--- src/rtl/accu_alu_pkg.sv ---
// Package: shared operation codes and flag bundle for the accumulator ALU.
// Assumes the code values are fixed by the instruction decoder upstream.
package accu_alu_pkg;
    typedef enum logic [2:0] {
        OP_CLR   = 3'd0,
        OP_COM   = 3'd1,
        OP_DEC   = 3'd2,
        OP_XOR   = 3'd3,
        OP_CMP8  = 3'd4,
        OP_CMP16 = 3'd5,
        OP_DAA   = 3'd6,
        OP_NOP   = 3'd7
    } alu_op_e;

    typedef struct packed {
        logic n;
        logic z;
        logic v;
        logic c;
    } nzvc_t;

    localparam logic [3:0] UPD_ALL  = 4'b1111;
    localparam logic [3:0] UPD_NZV  = 4'b1110;
    localparam logic [3:0] UPD_NONE = 4'b0000;
endpackage

--- src/rtl/alu_logic_unit.sv ---
// Module: bitwise part of the ALU - clear, ones complement, exclusive OR.
// Assumes op is one of the codes in accu_alu_pkg; other codes give zero.
module alu_logic_unit
    import accu_alu_pkg::*;
#(
    parameter int DW = 8
) (
    input  alu_op_e         op,
    input  logic [DW-1:0]   a,
    input  logic [DW-1:0]   m,
    output logic [DW-1:0]   res
);
    localparam logic [DW-1:0] ALL_ONES = {DW{1'b1}};

    // Select the bitwise function for the current code.
    always_comb begin
        unique case (op)
            OP_COM:  res = ALL_ONES - a;
            OP_XOR:  res = a ^ m;
            default: res = '0;
        endcase
    end
endmodule

--- src/rtl/alu_sub_unit.sv ---
// Module: W-bit subtractor producing difference and N, Z, V, C.
// Assumes unsigned borrow semantics for C and two's complement for V.
module alu_sub_unit
    import accu_alu_pkg::*;
#(
    parameter int W = 8
) (
    input  logic [W-1:0] a,
    input  logic [W-1:0] b,
    output logic [W-1:0] diff,
    output nzvc_t        flags
);
    logic borrow;

    // Form the difference together with the borrow out of the top bit.
    always_comb begin
        {borrow, diff} = {1'b0, a} - {1'b0, b};
    end

    // Derive the four condition bits from operands and difference.
    always_comb begin
        flags.n = diff[W-1];
        flags.z = (diff == '0);
        flags.v = (a[W-1] ^ b[W-1]) & (diff[W-1] ^ a[W-1]);
        flags.c = borrow;
    end
endmodule

--- src/rtl/alu_bcd_adjust.sv ---
// Module: corrects a binary sum of two BCD bytes into packed BCD.
// Assumes an 8-bit accumulator; H and C are the flags from the prior add.
module alu_bcd_adjust
    import accu_alu_pkg::*;
#(
    parameter int NIB = 4
) (
    input  logic [2*NIB-1:0] a,
    input  logic             h_in,
    input  logic             c_in,
    output logic [2*NIB-1:0] res,
    output nzvc_t            flags
);
    localparam int BW = 2 * NIB;
    localparam logic [NIB-1:0] DEC_MAX = NIB'(9);
    localparam logic [NIB-1:0] FIX     = NIB'(6);

    logic          lo_fix;
    logic          hi_fix;
    logic [BW:0]   part_sum;
    logic [BW-1:0] corr;

    // Decide the low-nibble correction and the resulting partial sum.
    always_comb begin
        lo_fix   = (a[NIB-1:0] > DEC_MAX) | h_in;
        part_sum = {1'b0, a} + (lo_fix ? (BW+1)'(FIX) : '0);
    end

    // Decide the high-nibble correction from the partial sum and carry.
    always_comb begin
        hi_fix = (part_sum[BW:NIB] > (NIB+1)'(DEC_MAX)) | c_in;
        corr   = {(hi_fix ? FIX : '0), (lo_fix ? FIX : '0)};
        res    = a + corr;
    end

    // Produce the flags of the adjusted value.
    always_comb begin
        flags.n = res[BW-1];
        flags.z = (res == '0);
        flags.v = ~a[BW-1] & res[BW-1];
        flags.c = c_in | hi_fix;
    end
endmodule

--- src/rtl/accu_alu.sv ---
// Module: top of the accumulator ALU. Selects the active sub-unit, the
// write strobe and the flag-update mask, then merges masked flags with
// the incoming ones. Purely combinational; assumes DW is 8 for the
// decimal adjust path, which acts on the low byte.
module accu_alu
    import accu_alu_pkg::*;
#(
    parameter int DW = 8
) (
    input  logic [2:0]      op_sel,
    input  logic [2*DW-1:0] opnd_a,
    input  logic [2*DW-1:0] opnd_m,
    input  logic [4:0]      cc_in,
    output logic [2*DW-1:0] result,
    output logic            res_we,
    output logic [3:0]      flag_upd,
    output logic            n_out,
    output logic            z_out,
    output logic            v_out,
    output logic            c_out
);
    localparam int WW = 2 * DW;
    localparam int NF = 4;

    alu_op_e       op;
    logic          h_in;
    nzvc_t         held;
    nzvc_t         nf;
    logic [DW-1:0] lu_res;
    logic [DW-1:0] sb_b;
    logic [DW-1:0] sb_diff;
    nzvc_t         sb_f;
    logic [WW-1:0] sw_diff;
    nzvc_t         sw_f;
    logic [DW-1:0] da_res;
    nzvc_t         da_f;
    logic [NF-1:0] nf_bits;
    logic [NF-1:0] held_bits;
    logic [NF-1:0] out_bits;

    assign op   = alu_op_e'(op_sel);
    assign h_in = cc_in[4];
    assign held = nzvc_t'(cc_in[3:0]);

    alu_logic_unit #(.DW(DW)) u_logic (
        .op  (op),
        .a   (opnd_a[DW-1:0]),
        .m   (opnd_m[DW-1:0]),
        .res (lu_res)
    );

    // Decrement reuses the byte subtractor with a constant one.
    assign sb_b = (op == OP_DEC) ? DW'(1) : opnd_m[DW-1:0];

    alu_sub_unit #(.W(DW)) u_sub_byte (
        .a     (opnd_a[DW-1:0]),
        .b     (sb_b),
        .diff  (sb_diff),
        .flags (sb_f)
    );

    alu_sub_unit #(.W(WW)) u_sub_word (
        .a     (opnd_a),
        .b     (opnd_m),
        .diff  (sw_diff),
        .flags (sw_f)
    );

    alu_bcd_adjust #(.NIB(DW/2)) u_bcd (
        .a     (opnd_a[DW-1:0]),
        .h_in  (h_in),
        .c_in  (held.c),
        .res   (da_res),
        .flags (da_f)
    );

    // Route the chosen result, strobe, mask and candidate flags.
    always_comb begin
        result   = '0;
        res_we   = 1'b0;
        flag_upd = UPD_NONE;
        nf       = held;
        unique case (op)
            OP_CLR: begin
                result[DW-1:0] = lu_res;
                res_we         = 1'b1;
                flag_upd       = UPD_ALL;
                nf             = '{n: 1'b0, z: 1'b1, v: 1'b0, c: 1'b0};
            end
            OP_COM: begin
                result[DW-1:0] = lu_res;
                res_we         = 1'b1;
                flag_upd       = UPD_ALL;
                nf.n           = lu_res[DW-1];
                nf.z           = (lu_res == '0);
                nf.v           = 1'b0;
                nf.c           = 1'b1;
            end
            OP_DEC: begin
                result[DW-1:0] = sb_diff;
                res_we         = 1'b1;
                flag_upd       = UPD_NZV;
                nf.n           = sb_f.n;
                nf.z           = sb_f.z;
                nf.v           = sb_f.v;
            end
            OP_XOR: begin
                result[DW-1:0] = lu_res;
                res_we         = 1'b1;
                flag_upd       = UPD_NZV;
                nf.n           = lu_res[DW-1];
                nf.z           = (lu_res == '0);
                nf.v           = 1'b0;
            end
            OP_CMP8: begin
                result[DW-1:0] = sb_diff;
                flag_upd       = UPD_ALL;
                nf             = sb_f;
            end
            OP_CMP16: begin
                result   = sw_diff;
                flag_upd = UPD_ALL;
                nf       = sw_f;
            end
            OP_DAA: begin
                result[DW-1:0] = da_res;
                res_we         = 1'b1;
                flag_upd       = UPD_ALL;
                nf             = da_f;
            end
            default: begin
                result = '0;
            end
        endcase
    end

    assign nf_bits   = nf;
    assign held_bits = held;

    // Per-flag merge: take the new bit only where the mask allows.
    for (genvar i = 0; i < NF; i++) begin : g_flag_merge
        assign out_bits[i] = flag_upd[i] ? nf_bits[i] : held_bits[i];
    end

    assign n_out = out_bits[3];
    assign z_out = out_bits[2];
    assign v_out = out_bits[1];
    assign c_out = out_bits[0];
endmodule

--- config.mk ---
export PLATFORM = sky130hd
export DESIGN_NAME = accu_alu
export DESIGN_NICKNAME = d
export VERILOG_FILES = /design/src/rtl/accu_alu_pkg.sv /design/src/rtl/alu_logic_unit.sv /design/src/rtl/alu_sub_unit.sv /design/src/rtl/alu_bcd_adjust.sv /design/src/rtl/accu_alu.sv
export SDC_FILE = /design/constraint.sdc
export NUM_CORES = 1
export LEC_CHECK = 0
export BUFFER_PORTS_ARGS = -buffer_cell sky130_fd_sc_hd__clkbuf_2
export CELL_PAD_IN_SITES_DETAIL_PLACEMENT = 1
export CELL_PAD_IN_SITES_GLOBAL_PLACEMENT = 1
export CORE_MARGIN = 3
export CORE_UTILIZATION = 38
export DETAILED_ROUTE_END_ITERATION = 16
export MAX_ROUTING_LAYER = met4
export PLACE_DENSITY = 0.95
export REMOVE_ABC_BUFFERS = 1
export SLEW_MARGIN = 10
export SYNTH_ARGS = -nofsm -noshare
export SYNTH_HDL_FRONTEND = slang
export SYNTH_SLANG_ARGS = --single-unit
--- constraint.sdc ---
create_clock -name vclk -period 6.5
set_input_delay 1.3 -clock vclk [all_inputs]
set_output_delay 1.3 -clock vclk [all_outputs]
set_load 0.005 [all_outputs]
### Yosys cells after proc, flatten, opt, wreduce, memory -nomap -nowiden

Cells that the tools add are included.

| operators by class | value |
|---|---|
| add/sub/neg operators | 5 |
| $lt $le $gt $ge | 2 |
| equality and inequality tests | 6 |
| mux-type cells | 15 |
| bitwise operators | 12 |
| reductions and logical operators | 11 |

Operator list:

| operator | number |
|---|---|
| 8-bit one-hot mux with 4 select lines | 1 |
| 8-bit logical NOT | 3 |
| 16-bit by 16-bit subtractor with 17-bit output | 1 |
| 16-bit logical NOT | 1 |
| 8-bit 2-to-1 mux | 2 |
| 8-bit one-hot mux with 2 select lines | 1 |
| 3-bit one-hot mux with 5 select lines | 1 |
| 5-bit OR reduction | 2 |
| 8-bit by 9-bit adder with 9-bit output | 1 |
| 3-bit == test, second input constant | 3 |
| 3-bit 2-to-1 mux | 3 |
| 8-bit by 8-bit subtractor with 9-bit output | 1 |
| 8-bit adder | 1 |
| 4-bit one-hot mux with 2 select lines | 1 |
| 8-bit subtractor, first input constant | 1 |
| 8-bit XOR | 1 |
| 3-bit by 2-bit == test with 1-bit output, second input constant | 2 |
| 2-bit OR reduction | 3 |
| 5-bit by 4-bit greater-than comparator with 1-bit output, second input constant | 1 |
| 1-bit 2-to-1 mux | 5 |
| 1-bit one-hot mux with 5 select lines | 1 |
| 4-bit greater-than comparator, second input constant | 1 |
| 1-bit XOR | 4 |
| 1-bit bitwise AND | 3 |
| other kinds (5) | 7 |

| word-level totals | value |
|---|---|
| register bits | 0 |
| bits of input ports | 40 |
| logic and storage cells | 51 |

### Depth between registers and ports, before layout

| depth | value |
|---|---|
| depth after elaboration | 11 |
| mapped depth | 19 |
| gate-level depth less buffers | 19 |

### Hierarchy

A second synthesis with hierarchy kept.

| unflattened totals | value |
|---|---|
| cells, all modules | 368 |
| area, all modules | 2620.0 µm² |

By module, submodules not included:

| module | times used | cells an instance | area an instance (µm²) | sequential area each (µm²) |
|---|---|---|---|---|
| alu_sub_unit at u_sub_word | 1 | 149 | 1049.8 | 0.0 |
| accu_alu | 1 | 103 | 706.9 | 0.0 |
| alu_sub_unit at u_sub_byte | 1 | 58 | 417.9 | 0.0 |
| alu_bcd_adjust | 1 | 32 | 285.3 | 0.0 |
| alu_logic_unit | 1 | 26 | 160.2 | 0.0 |

### Worst setup path before layout

OpenSTA, ideal clock, no wires.

| path | value |
|---|---|
| path type | input -> output |
| from | in opnd_a[2] |
| to | out z_out |
| data arrival time | 4487 ps |
| slack | 713 ps |
| cell stages on the path | 19 |
| path buffers | 0 |
| cell sequence | o21ai_0 nand2b_1 ha_1 inv_1 fa_1 and3b_1 and3_1 nor3_1 a311o_1 ha_1 a21o_1 a21o_1 ha_1 nand2_1 nor4_1 nand3_1 o21ai_0 o22ai_1 o31ai_1 |

| between the ends | value |
|---|---|
| word-level cells in the longest chain between the ends | 11 |
| elaborated cells between the ends (all ways) | 20 |

RTL lines:

| what | RTL line | RTL |
|---|---|---|
| from (decl) | accu_alu.sv:11 | `input logic [2*DW-1:0] opnd_a,` |
| 4-bit greater-than comparator | alu_bcd_adjust.sv:25 | `lo_fix = (a[NIB-1:0] > DEC_MAX) \| h_in;` |
| 1-bit bitwise OR | alu_bcd_adjust.sv:25 |  |
| 3-bit 2-to-1 mux | alu_bcd_adjust.sv:26, alu_bcd_adjust.sv:32 |  |
| 8-bit by 9-bit adder with 9-bit output | alu_bcd_adjust.sv:26 | `part_sum = {1'b0, a} + (lo_fix ? (BW+1)'(FIX) : '0);` |
| 5-bit by 4-bit greater-than comparator with 1-bit output | alu_bcd_adjust.sv:31 | `hi_fix = (part_sum[BW:NIB] > (NIB+1)'(DEC_MAX)) \| c_in;` |
| 1-bit bitwise OR | alu_bcd_adjust.sv:31 |  |
| 3-bit 2-to-1 mux | alu_bcd_adjust.sv:32 | `corr = {(hi_fix ? FIX : '0), (lo_fix ? FIX : '0)};` |
| 8-bit adder | alu_bcd_adjust.sv:33 | `res = a + corr;` |
| 8-bit logical NOT | alu_bcd_adjust.sv:39 | `flags.z = (res == '0);` |
| 3-bit one-hot mux with 5 select lines (*) | accu_alu.sv:83 | `unique case (op)` |
| 1-bit 2-to-1 mux (*) | accu_alu.sv:142 | `assign out_bits[i] = flag_upd[i] ? nf_bits[i] : held_bits[i];` |
| to (decl) | accu_alu.sv:18 | `output logic z_out,` |

Mark *: on every way between the ends. The rest lies on a longest branch, timed or not.

### Final worst setup path

Ends and elaborated chain as after synthesis.

==> run summary <==
Power density cells = 103 nW/µm²
Number of inserted filler cells in the final layout = 712
Cell Area, Placed = 2460 µm²
Maximum ir drop on the vdd rail = 0.0384 mV
Total area of multi-input combinational cells = 1900 µm²
Unrepaired setup endpoints after global routing = false
Count of distinct cell types in the synthesized netlist = 66
GRT overflow = 0
Post-synth design cell area = 2060 µm²
Cell area after layout = 2490 µm²
Share of total power in the clock network = 0%
Worst hold path depth = 4
Height of the chip = 79.7 µm
Maximum clock frequency = 160 MHz
Number of buffers inserted by port buffering = 65
YS warnings = 0
Gate count of the mapped netlist = 305
Sequential cell count = 0
Sw Pwr = 147 µW
End point of the most critical hold path = n_out
Logic pwr share = 100.0%
Share of post-route cells with drive strength above 1 = 24.9%
Top Ports = 65
Slew of the pin with the lowest slew margin = 722 ps
DIE AREA = 6350 µm²
Number of endpoints failing setup at the final stage = 0
Synthesized area divided by synthesized cell count = 6.76 µm²
Headroom to the max-slew limit = 51.8%
Leading cell type in the layout, fill and taps excluded = sky130_fd_sc_hd__clkbuf_2
Switching portion of total power = 57.4%
Starting density of the core = 39.9%
Met3 track demand over resource = 1.24%
Total number of vias = 2,566
Highest-utilization routing layer at the global route stage = met2
Startpoint of the worst hold path = cc_in[3]
Max FO, Critical Path = 5
Sequential share of the synthesized area = 0%
Fin Setup TNS = 0 ps
Per-cell via count in the routed design = 5.90
Commonest cells after routing, fill and taps aside = sky130_fd_sc_hd__clkbuf_2, sky130_fd_sc_hd__nor2_1, sky130_fd_sc_hd__inv_1
Die width = 79.7 µm
Met1 layer usage reported by global route = 31.2%
Leakage Power = 1.22 nW
Count of nets left with antenna violations after detail routing = 0
DR DRC count = 0
Maximum number of pins on one net before global-route repair = 23
Met2 Use GR = 41.7%
Internal power component = 109 µW
Routability Congestion = 0.960
Routed length per placed instance = 17.3 µm
Number of antenna violations at the first check in global routing = 0
Router iterations before antenna repair = 4
Layout overhead on the synthesized area = 20.8%
All-layer global routing usage = 24.2%
Number of global-route vias before repair = 2,557
Detail Placement HPWL = 6.33 mm
Flop pwr share = 0%
Number of endpoints with negative hold slack in the final report = 0
Number of maximum-capacitance violations = 0
Required time worst endpoint = 5200 ps
Setup Crit Path Kind = in2out
Data arrival time of the worst path = 4970 ps
Number of antenna repair diodes = 0
CP Capture Type = output pin
Area taken by flip-flops and latches = 0 µm²
Final routed wirelength across all metal layers = 7.52 mm
Layout clock buffers = 0
Site Rows = 26
CP Launch Type = input port
Pins Over Slew Limit = 0
Minimum period implied by the final worst setup slack = 6270 ps
Net total in the final layout = 439
DR iter-0 viols = 195
Result of the run = finished clean
Worst Hold Class = in2out
First-pass GRT wire length = 12.1 mm
Portion of the clock cycle consumed by the worst path in the final layout = 96.4%
Area of the core = 5170 µm²
## power groups by stage
stage | clock [mW] | sequential [mW] | combinational, mW
after global routing | 0 | 0 | 0.281
after floorplan | 0 | 0 | 0.162
after CTS | 0 | 0 | 0.250
final | 0 | 0 | 0.256
after detailed placement | 0 | 0 | 0.249
after global placement | 0 | 0 | 0.237
## stage by stage
step	total power, mW	std cells	util (%)	setup WS, ps	hold slack [ps]
after floorplan	0.162	292	-	713	2640
after global placement	0.237	434	47.6	268	2940
after detailed placement	0.249	434	47.6	57.7	2950
after CTS	0.250	434	47.6	61.1	2960
after global routing	0.281	435	48.1	7.11	2990
final	0.256	435	48.1	233	2960
## worst max-delay path by stage
stage                    from     to  slack [ps]  cells after the start
global route        opnd_a[2]  z_out           7                     21
global placement    opnd_a[2]  z_out         270                     21
finish              opnd_a[2]  z_out         230                     21
floorplan           opnd_a[2]  z_out         710                     19
CTS                 opnd_a[2]  z_out          60                     21
detailed placement  opnd_a[2]  z_out          60                     21
## timing repair
item                                    4_1_cts  5_1_grt
hold buffers                                  0        0
endpoints found under the setup margin        0        1
gates resized for setup                       0        5
setup buffers                                 0        1
## area by class of cell
class / count / share of cell area [%]
inverter: 30 / 4.52
multi-input combinational: 262 / 76.5
tap: 70 / 3.52
timing repair buffer: 73 / 15.5
## critical path, cell delays in order
cell,delay (ps)
sky130_fd_sc_hd__clkbuf_2,90
sky130_fd_sc_hd__o21ai_0,140
sky130_fd_sc_hd__nand2b_1,160
sky130_fd_sc_hd__ha_1,190
sky130_fd_sc_hd__inv_1,60
sky130_fd_sc_hd__fa_1,370
sky130_fd_sc_hd__and3b_2,290
sky130_fd_sc_hd__and3_1,190
sky130_fd_sc_hd__nor3_1,60
sky130_fd_sc_hd__a311o_1,390
sky130_fd_sc_hd__ha_4,260
sky130_fd_sc_hd__a21o_1,160
sky130_fd_sc_hd__a21o_1,170
sky130_fd_sc_hd__ha_1,290
sky130_fd_sc_hd__nand2_1,60
sky130_fd_sc_hd__nor4_2,140
sky130_fd_sc_hd__nand3_1,100
sky130_fd_sc_hd__o21ai_1,140
sky130_fd_sc_hd__o22ai_1,100
sky130_fd_sc_hd__o31ai_1,110
sky130_fd_sc_hd__clkbuf_2,180
## synthesized netlist by cell type (2+ instances only)
master,number,area share [%]
sky130_fd_sc_hd__buf_4,2,0.73
sky130_fd_sc_hd__nand4_1,3,0.91
sky130_fd_sc_hd__nand3b_1,2,0.73
sky130_fd_sc_hd__a31oi_1,4,1.2
sky130_fd_sc_hd__clkbuf_1,7,1.3
sky130_fd_sc_hd__inv_1,30,5.5
sky130_fd_sc_hd__nor4b_1,2,0.85
sky130_fd_sc_hd__nand2b_1,10,3.0
sky130_fd_sc_hd__o21ai_0,18,4.4
sky130_fd_sc_hd__mux2_2,2,1.1
sky130_fd_sc_hd__a21o_1,6,2.2
sky130_fd_sc_hd__nor3b_1,3,1.1
sky130_fd_sc_hd__a32oi_1,2,0.85
sky130_fd_sc_hd__a221oi_1,3,1.3
sky130_fd_sc_hd__o21a_1,2,0.73
sky130_fd_sc_hd__and2_1,3,0.91
sky130_fd_sc_hd__o21bai_1,5,1.8
sky130_fd_sc_hd__nor3_1,6,1.5
sky130_fd_sc_hd__buf_1,2,0.36
sky130_fd_sc_hd__o22ai_1,4,1.2
sky130_fd_sc_hd__o31ai_1,2,0.73
sky130_fd_sc_hd__xnor2_1,20,8.5
sky130_fd_sc_hd__a21oi_1,23,5.6
sky130_fd_sc_hd__xor2_1,7,3.0
sky130_fd_sc_hd__nor2b_1,3,0.91
sky130_fd_sc_hd__nand2_1,24,4.4
sky130_fd_sc_hd__ha_1,29,18
sky130_fd_sc_hd__nor2_1,33,6.0
sky130_fd_sc_hd__nand3_1,8,1.9
sky130_fd_sc_hd__and3_1,2,0.61
sky130_fd_sc_hd__fa_1,3,2.9
## per-layer routing
| layer | wire length, µm | vias to the layer above |
|---|---|---|
| met2 | 3750 | 82 |
| met1 | 3210 | 1252 |
| met4 | 127 | 0 |
| met5 | 0 | - |
| li1 | - | 1215 |
| met3 | 431 | 17 |
## logic make-up after synthesis
| group | count (synthesis) | share of synthesized area, % |
|---|---|---|
| compound gates | 91 | 31.3 |
| mux | 3 | 1.58 |
| fa+ha+maj | 32 | 20.5 |
| buf+inv | 43 | 8.62 |
| simple gates | 109 | 26.5 |
| xor+xnor | 27 | 11.5 |
Note: power is estimated with default switching activity, not from simulation.
